**src/rtl/bho_pkg.sv**
```systemverilog
package bho_pkg;
   typedef enum logic [5:0] {
      ST_OWNED    = 6'b000001,
      ST_WAIT     = 6'b000010,
      ST_AWAY     = 6'b000100,
      ST_RC_CTRL  = 6'b001000,
      ST_RC_EN    = 6'b010000,
      ST_RC_READY = 6'b100000
   } hs_state_t;

   function automatic logic st_drives_addr(hs_state_t s);
      return (s == ST_OWNED) || (s == ST_WAIT);
   endfunction

   function automatic logic st_drives_ctrl(hs_state_t s);
      return (s == ST_OWNED) || (s == ST_WAIT) || (s == ST_RC_EN) || (s == ST_RC_READY);
   endfunction

   function automatic logic st_buf_on(hs_state_t s);
      return (s == ST_AWAY) || (s == ST_RC_CTRL) || (s == ST_RC_EN);
   endfunction
endpackage

```
**src/rtl/bho_sync.sv**
```systemverilog
module bho_sync #(
   parameter int STAGES = 2,
   parameter bit RESET_VAL = 1'b0
) (
   input  logic clk,
   input  logic rst_n,
   input  logic d,
   output logic q
);
   if (STAGES < 2) begin : g_bad_stages
      $error("bho_sync: STAGES must be at least 2");
   end

   logic [STAGES-1:0] chain;

   always_ff @(posedge clk or negedge rst_n) begin
      if (!rst_n) chain <= {STAGES{RESET_VAL}};
      else        chain <= {chain[STAGES-2:0], d};
   end

   assign q = chain[STAGES-1];
endmodule

```
**src/rtl/bho_phase.sv**
```systemverilog
module bho_phase (
   input  logic clk,
   input  logic rst_n,
   output logic bclk,
   output logic fall_tick,
   output logic rise_tick
);
   logic ph;

   always_ff @(posedge clk or negedge rst_n) begin
      if (!rst_n) ph <= 1'b0;
      else        ph <= ~ph;
   end

   assign bclk      = ph;
   assign fall_tick = ph;
   assign rise_tick = ~ph;
endmodule

```
**src/rtl/bho_hold.sv**
```systemverilog
module bho_hold (
   input  logic clk,
   input  logic rst_n,
   input  logic req,
   input  logic owned,
   output logic go
);
   logic pend;

   always_ff @(posedge clk or negedge rst_n) begin
      if (!rst_n) begin
         pend <= 1'b0;
         go   <= 1'b0;
      end else if (owned && (pend || req)) begin
         pend <= 1'b0;
         go   <= 1'b1;
      end else begin
         go <= 1'b0;
         if (req) pend <= 1'b1;
      end
   end
endmodule

```
**src/rtl/bho_fsm.sv**
```systemverilog
module bho_fsm
   import bho_pkg::*;
#(
   parameter int RECLAIM_HALF = 3
) (
   input  logic      clk,
   input  logic      rst_n,
   input  logic      fall_tick,
   input  logic      rise_tick,
   input  logic      req,
   input  logic      busy,
   input  logic      standby,
   output hs_state_t st,
   output logic      proto_err
);
   localparam int CW = $clog2(RECLAIM_HALF + 1);
   localparam logic [CW-1:0] LOAD = CW'(RECLAIM_HALF - 1);

   if (RECLAIM_HALF < 1 || (RECLAIM_HALF % 2) == 0) begin : g_bad_delay
      $error("bho_fsm: RECLAIM_HALF must be odd so control returns on a rising edge");
   end

   hs_state_t st_nx;
   logic [CW-1:0] cnt, cnt_nx;
   logic err_nx;

   always_comb begin
      st_nx  = st;
      cnt_nx = cnt;
      err_nx = 1'b0;
      unique case (st)
         ST_OWNED:
            if (fall_tick && req && !standby) st_nx = ST_WAIT;
         ST_WAIT:
            if (fall_tick && !busy) begin
               st_nx  = ST_AWAY;
               err_nx = !req;
            end
         ST_AWAY:
            if (fall_tick && !req) begin
               st_nx  = ST_RC_CTRL;
               cnt_nx = LOAD;
            end
         ST_RC_CTRL:
            if (cnt == '0) st_nx = ST_RC_EN;
            else           cnt_nx = cnt - 1'b1;
         ST_RC_EN:
            if (fall_tick) st_nx = ST_RC_READY;
         ST_RC_READY:
            if (rise_tick) st_nx = ST_OWNED;
         default:
            st_nx = ST_OWNED;
      endcase
   end

   always_ff @(posedge clk or negedge rst_n) begin
      if (!rst_n) begin
         st        <= ST_OWNED;
         cnt       <= '0;
         proto_err <= 1'b0;
      end else begin
         st        <= st_nx;
         cnt       <= cnt_nx;
         proto_err <= err_nx;
      end
   end
endmodule

```
**src/rtl/bus_handover.sv**
```systemverilog
module bus_handover
   import bho_pkg::*;
#(
   parameter int SYNC_STAGES  = 2,
   parameter int RECLAIM_HALF = 3
) (
   input  logic clk,
   input  logic rst_n,
   input  logic breq_n,
   input  logic busy,
   input  logic standby,
   input  logic sleep_req,
   input  logic mrst_req,
   output logic bclk,
   output logic back_n,
   output logic back_oe,
   output logic addr_oe,
   output logic data_oe,
   output logic ctrl_oe,
   output logic ext_en,
   output logic released,
   output logic resume_ok,
   output logic proto_err,
   output logic sleep_go,
   output logic mrst_go
);
   localparam int NHOLD = 2;

   logic req_s, fall_tick, rise_tick;
   hs_state_t st;
   logic [NHOLD-1:0] hold_req, hold_go;

   bho_sync #(.STAGES(SYNC_STAGES), .RESET_VAL(1'b0)) u_sync (
      .clk(clk), .rst_n(rst_n), .d(~breq_n), .q(req_s)
   );

   bho_phase u_phase (
      .clk(clk), .rst_n(rst_n), .bclk(bclk),
      .fall_tick(fall_tick), .rise_tick(rise_tick)
   );

   bho_fsm #(.RECLAIM_HALF(RECLAIM_HALF)) u_fsm (
      .clk(clk), .rst_n(rst_n), .fall_tick(fall_tick), .rise_tick(rise_tick),
      .req(req_s), .busy(busy), .standby(standby), .st(st), .proto_err(proto_err)
   );

   assign hold_req = {mrst_req, sleep_req};

   for (genvar i = 0; i < NHOLD; i++) begin : g_hold
      bho_hold u_hold (
         .clk(clk), .rst_n(rst_n), .req(hold_req[i]),
         .owned(st == ST_OWNED), .go(hold_go[i])
      );
   end

   assign sleep_go  = hold_go[0];
   assign mrst_go   = hold_go[1];
   assign addr_oe   = st_drives_addr(st);
   assign data_oe   = st_drives_addr(st);
   assign ctrl_oe   = st_drives_ctrl(st);
   assign ext_en    = st_buf_on(st);
   assign back_n    = (st != ST_AWAY);
   assign back_oe   = ~standby;
   assign released  = !st_drives_addr(st);
   assign resume_ok = (st == ST_OWNED);
endmodule


```
**config.mk**
```make
export PLATFORM = sky130hd
export DESIGN_NAME = bus_handover
export DESIGN_NICKNAME = d
export VERILOG_FILES = /design/src/rtl/bho_pkg.sv /design/src/rtl/bho_sync.sv /design/src/rtl/bho_phase.sv /design/src/rtl/bho_hold.sv /design/src/rtl/bho_fsm.sv /design/src/rtl/bus_handover.sv
export SDC_FILE = /design/constraint.sdc
export NUM_CORES = 1
export LEC_CHECK = 0
export ABC_AREA = 1
export CAP_MARGIN = 5
export CELL_PAD_IN_SITES_DETAIL_PLACEMENT = 0
export CELL_PAD_IN_SITES_GLOBAL_PLACEMENT = 1
export CORE_MARGIN = 1.5
export CORE_UTILIZATION = 35
export DETAILED_ROUTE_END_ITERATION = 8
export PLACE_DENSITY = 0.89
export SLEW_MARGIN = 10
export SYNTH_ARGS = -nofsm -noshare
export SYNTH_HDL_FRONTEND = slang
export SYNTH_SLANG_ARGS = --single-unit
```
**constraint.sdc**
```tcl
create_clock -name clk -period 1.4 [get_ports clk]
set_input_delay 0.14 -clock clk [delete_from_list [all_inputs] [get_ports clk]]
set_output_delay 0.14 -clock clk [all_outputs]
set_load 0.1 [all_outputs]
```
==> impl_metrics.env <==
export IMPL_hold_buffers=0
export IMPL_hold_slack_ns=0.167
export IMPL_synthCells=95
export IMPL_via_count=804
export IMPL_port_buffers=18
export IMPL_setup_ws_ns=-0.304
export IMPL_grt_setup_unrepaired="true"
export IMPL_dieArea_sq_um=2580
export IMPL_crit_arrival_ns=1.56
export IMPL_yosys_warnings=0
export IMPL_crit_required_ns=1.26
export IMPL_grt_pass1_wl_um=3450
export IMPL_avgRoutedWirePerCell_um=12.4
export IMPL_max_cap_viol_count=0
export IMPL_firstDrtPassIters=4
export IMPL_crit_cells=6
export IMPL_worstSkewPairLatency_ns=0.29
export IMPL_finalSetupViolations=15
export IMPL_clk_pin_slew_ns=0.10
export IMPL_worst_path_buf_inv=3
export IMPL_route_met3_wl_um=106
export IMPL_via_per_inst=4.73
export IMPL_fin_area_sq_um=1470
export IMPL_seq_area_frac_synth_pct=50.2
export IMPL_slew_viol_final=0
export IMPL_cp_slowest_stage_delay_ns=0.58
export IMPL_drive_gt1_share_pct=50.7
export IMPL_grt_max_degree=17
export IMPL_hold_viol=0
export IMPL_synth_seq_cells=16
export IMPL_grt_ovfl_total=0
export IMPL_layout_min_cycle_time_ns=1.70
export IMPL_slew_headroom_pct=82.4
export IMPL_critPathSlowestCell="dfstp_2"
export IMPL_synth_nets=103
export IMPL_route_detailed_drc=0
export IMPL_status="finished, violations left"
export IMPL_ios=19
export IMPL_clock_root_buffer="clkbuf_4"
export IMPL_wl_met2_um=1160
export IMPL_gp_congestion=0.821
export IMPL_finalCritPeriodShare_pct=122
export IMPL_core_sq_um=2190
export IMPL_fin_nets=151
export IMPL_totalWireLength_um=2100
export IMPL_fmax_mhz=587
export IMPL_path_cells="nor2_1 -> nand3_2 -> inv_2 -> nor2_4 -> clkinvlp_4 -> buf_12"
export IMPL_antenna_found_initial=0
export IMPL_first_iter_violations=14
export IMPL_crit_fanout=3
export IMPL_clkSinkCount=16
export IMPL_cp_end_kind="primary output"
export IMPL_clock_skew_ns=0.00806
export IMPL_synthToLayoutAreaGrowth_pct=83.7
export IMPL_grt_usage_pct=17.7
export IMPL_placed_cell_area_sq_um=1250
export IMPL_start_util_pct=36.6
export IMPL_final_antenna_net_count=0
export IMPL_reg2reg_depth=9
export IMPL_antenna_diode_count=0
export IMPL_final_util_pct=67.2
export IMPL_dpl_hpwl_um=1330
export IMPL_synth_cell_types=19
export IMPL_path_delay_family="flip-flops"
export IMPL_wl_met1_um=825
export IMPL_cts_tree="yes"
export IMPL_fp_dieW_um=50.8
export IMPL_netlist_area_sq_um=801
export IMPL_place_ws_ns=-0.0365
export IMPL_crit_type="flip-flop to primary output"
export IMPL_routed_top_layer="met4"
export IMPL_h_tree_depth=1
export IMPL_numCtsBuffers=3
export IMPL_cp_start_kind="flip-flop"
export IMPL_holdCritPathClass="input pin to async pin"
export IMPL_failed_checks="negative setup slack"
export IMPL_clock_path_buffers=2
export IMPL_avgSynthCellArea_sq_um=8.43
export IMPL_tightest_slew_ns=0.262
export IMPL_die_h_um=50.8
export IMPL_row_count=17
export IMPL_grt_pass1_vias=836
==> metrics by stage <==
step,instances,setup TNS (ns)
final,170,-2.99
after global routing,170,-3.96
after CTS,167,-2.73
after detailed placement,151,-0.120
after global placement,151,0
after floorplan,95,-7.08
==> registers in the layout (all words and copies together) (netlist names) <==
register / flops
u_fsm.cnt: 2
g_hold.u_hold.go: 2
u_sync.chain: 2
g_hold.u_hold.pend: 2
u_fsm.proto_err: 1
u_fsm.st: 6
u_phase.bclk: 1
==> cells in the mapped netlist <==
cell	count	area (sq um)
a21oi_1	4	20.0
a22oi_2	1	12.5
a31o_2	1	8.76
buf_4	1	7.51
dfrtp_1	15	375
dfstp_2	1	26.3
ha_1	1	12.5
inv_1	23	86.3
inv_2	2	7.51
nand2_1	12	45.0
nand2_2	1	6.26
nand3_1	11	55.1
nand3_2	2	20.0
nand4_1	6	37.5
nor2_1	8	30.0
nor2_2	1	6.26
nor2_4	3	33.8
nor3_1	1	5.00
o21ai_1	1	5.00
==> area by class of cell <==
cell class | instances | area [sq um]
Fill cell | 164 | 719
Sequential cell | 16 | 404
Timing Repair Buffer | 44 | 522
Tap cell | 28 | 35.0
Inverter | 25 | 101
Clock buffer | 4 | 26.3
Multi-Input combinational cell | 53 | 383
==> layer usage <==
| metal | track usage (%) | up-vias |
|---|---|---|
| met5 | 0 | - |
| met4 | 7.21 | 0 |
| met3 | 3.80 | 4 |
| met2 | 32.9 | 31 |
| met1 | 19.4 | 375 |
| li1 | - | 394 |
==> placed cells by master, fill, tap and decap left out <==
cell             count
nand2_1              9
clkbuf_1             1
a21oi_1              4
nand3_1              3
o21ai_1              1
clkbuf_4             3
nand4_1              6
a31o_2               1
ha_1                 1
nand3_2              8
buf_4               19
buf_12              12
dfrtp_1             13
clkinvlp_4           2
clkdlybuf4s50_1      6
nor2_4               6
nor2_1               5
nor2_2               1
a22oi_2              1
nand3_4              2
nand2_2              4
dfrtp_2              2
buf_6                7
nor3_1               1
inv_1               20
inv_2                3
dfstp_2              1
==> logic make-up after synthesis <==
kind of cell,share of synthesized area [%]
adder cells (fa/ha/maj),1.56
buffers and inverters,12.7
AO/OA/AOI/OAI,5.78
AND/OR/NAND/NOR,29.8
flip-flops,50.2
==> worst paths after layout <==
path | from | to | slack [ns]
setup / recovery | u_fsm.st[0] | data_oe | -0.30
hold / removal | rst_n | g_hold[0].u_hold.go | 0.17
setup reg to reg | u_fsm.st[0] | u_fsm.st[0] | -0.25
hold reg to reg | u_sync.chain[0] | u_sync.chain[1] | 0.36
max in group asynchronous | rst_n | u_fsm.st[0] | 0.98
min in group clk | breq_n | u_sync.chain[0] | 0.34
==> what timing repair did <==
action | 4_1_cts | 5_1_grt
setup endpoints to repair | 7 | 14
setup buffers | 12 | 4
pin swaps | 6 | 8
gates resized for setup | 9 | 13
Power is not shown: default switching activity piles up to over one toggle a cycle in this logic, so the estimate is an artifact.
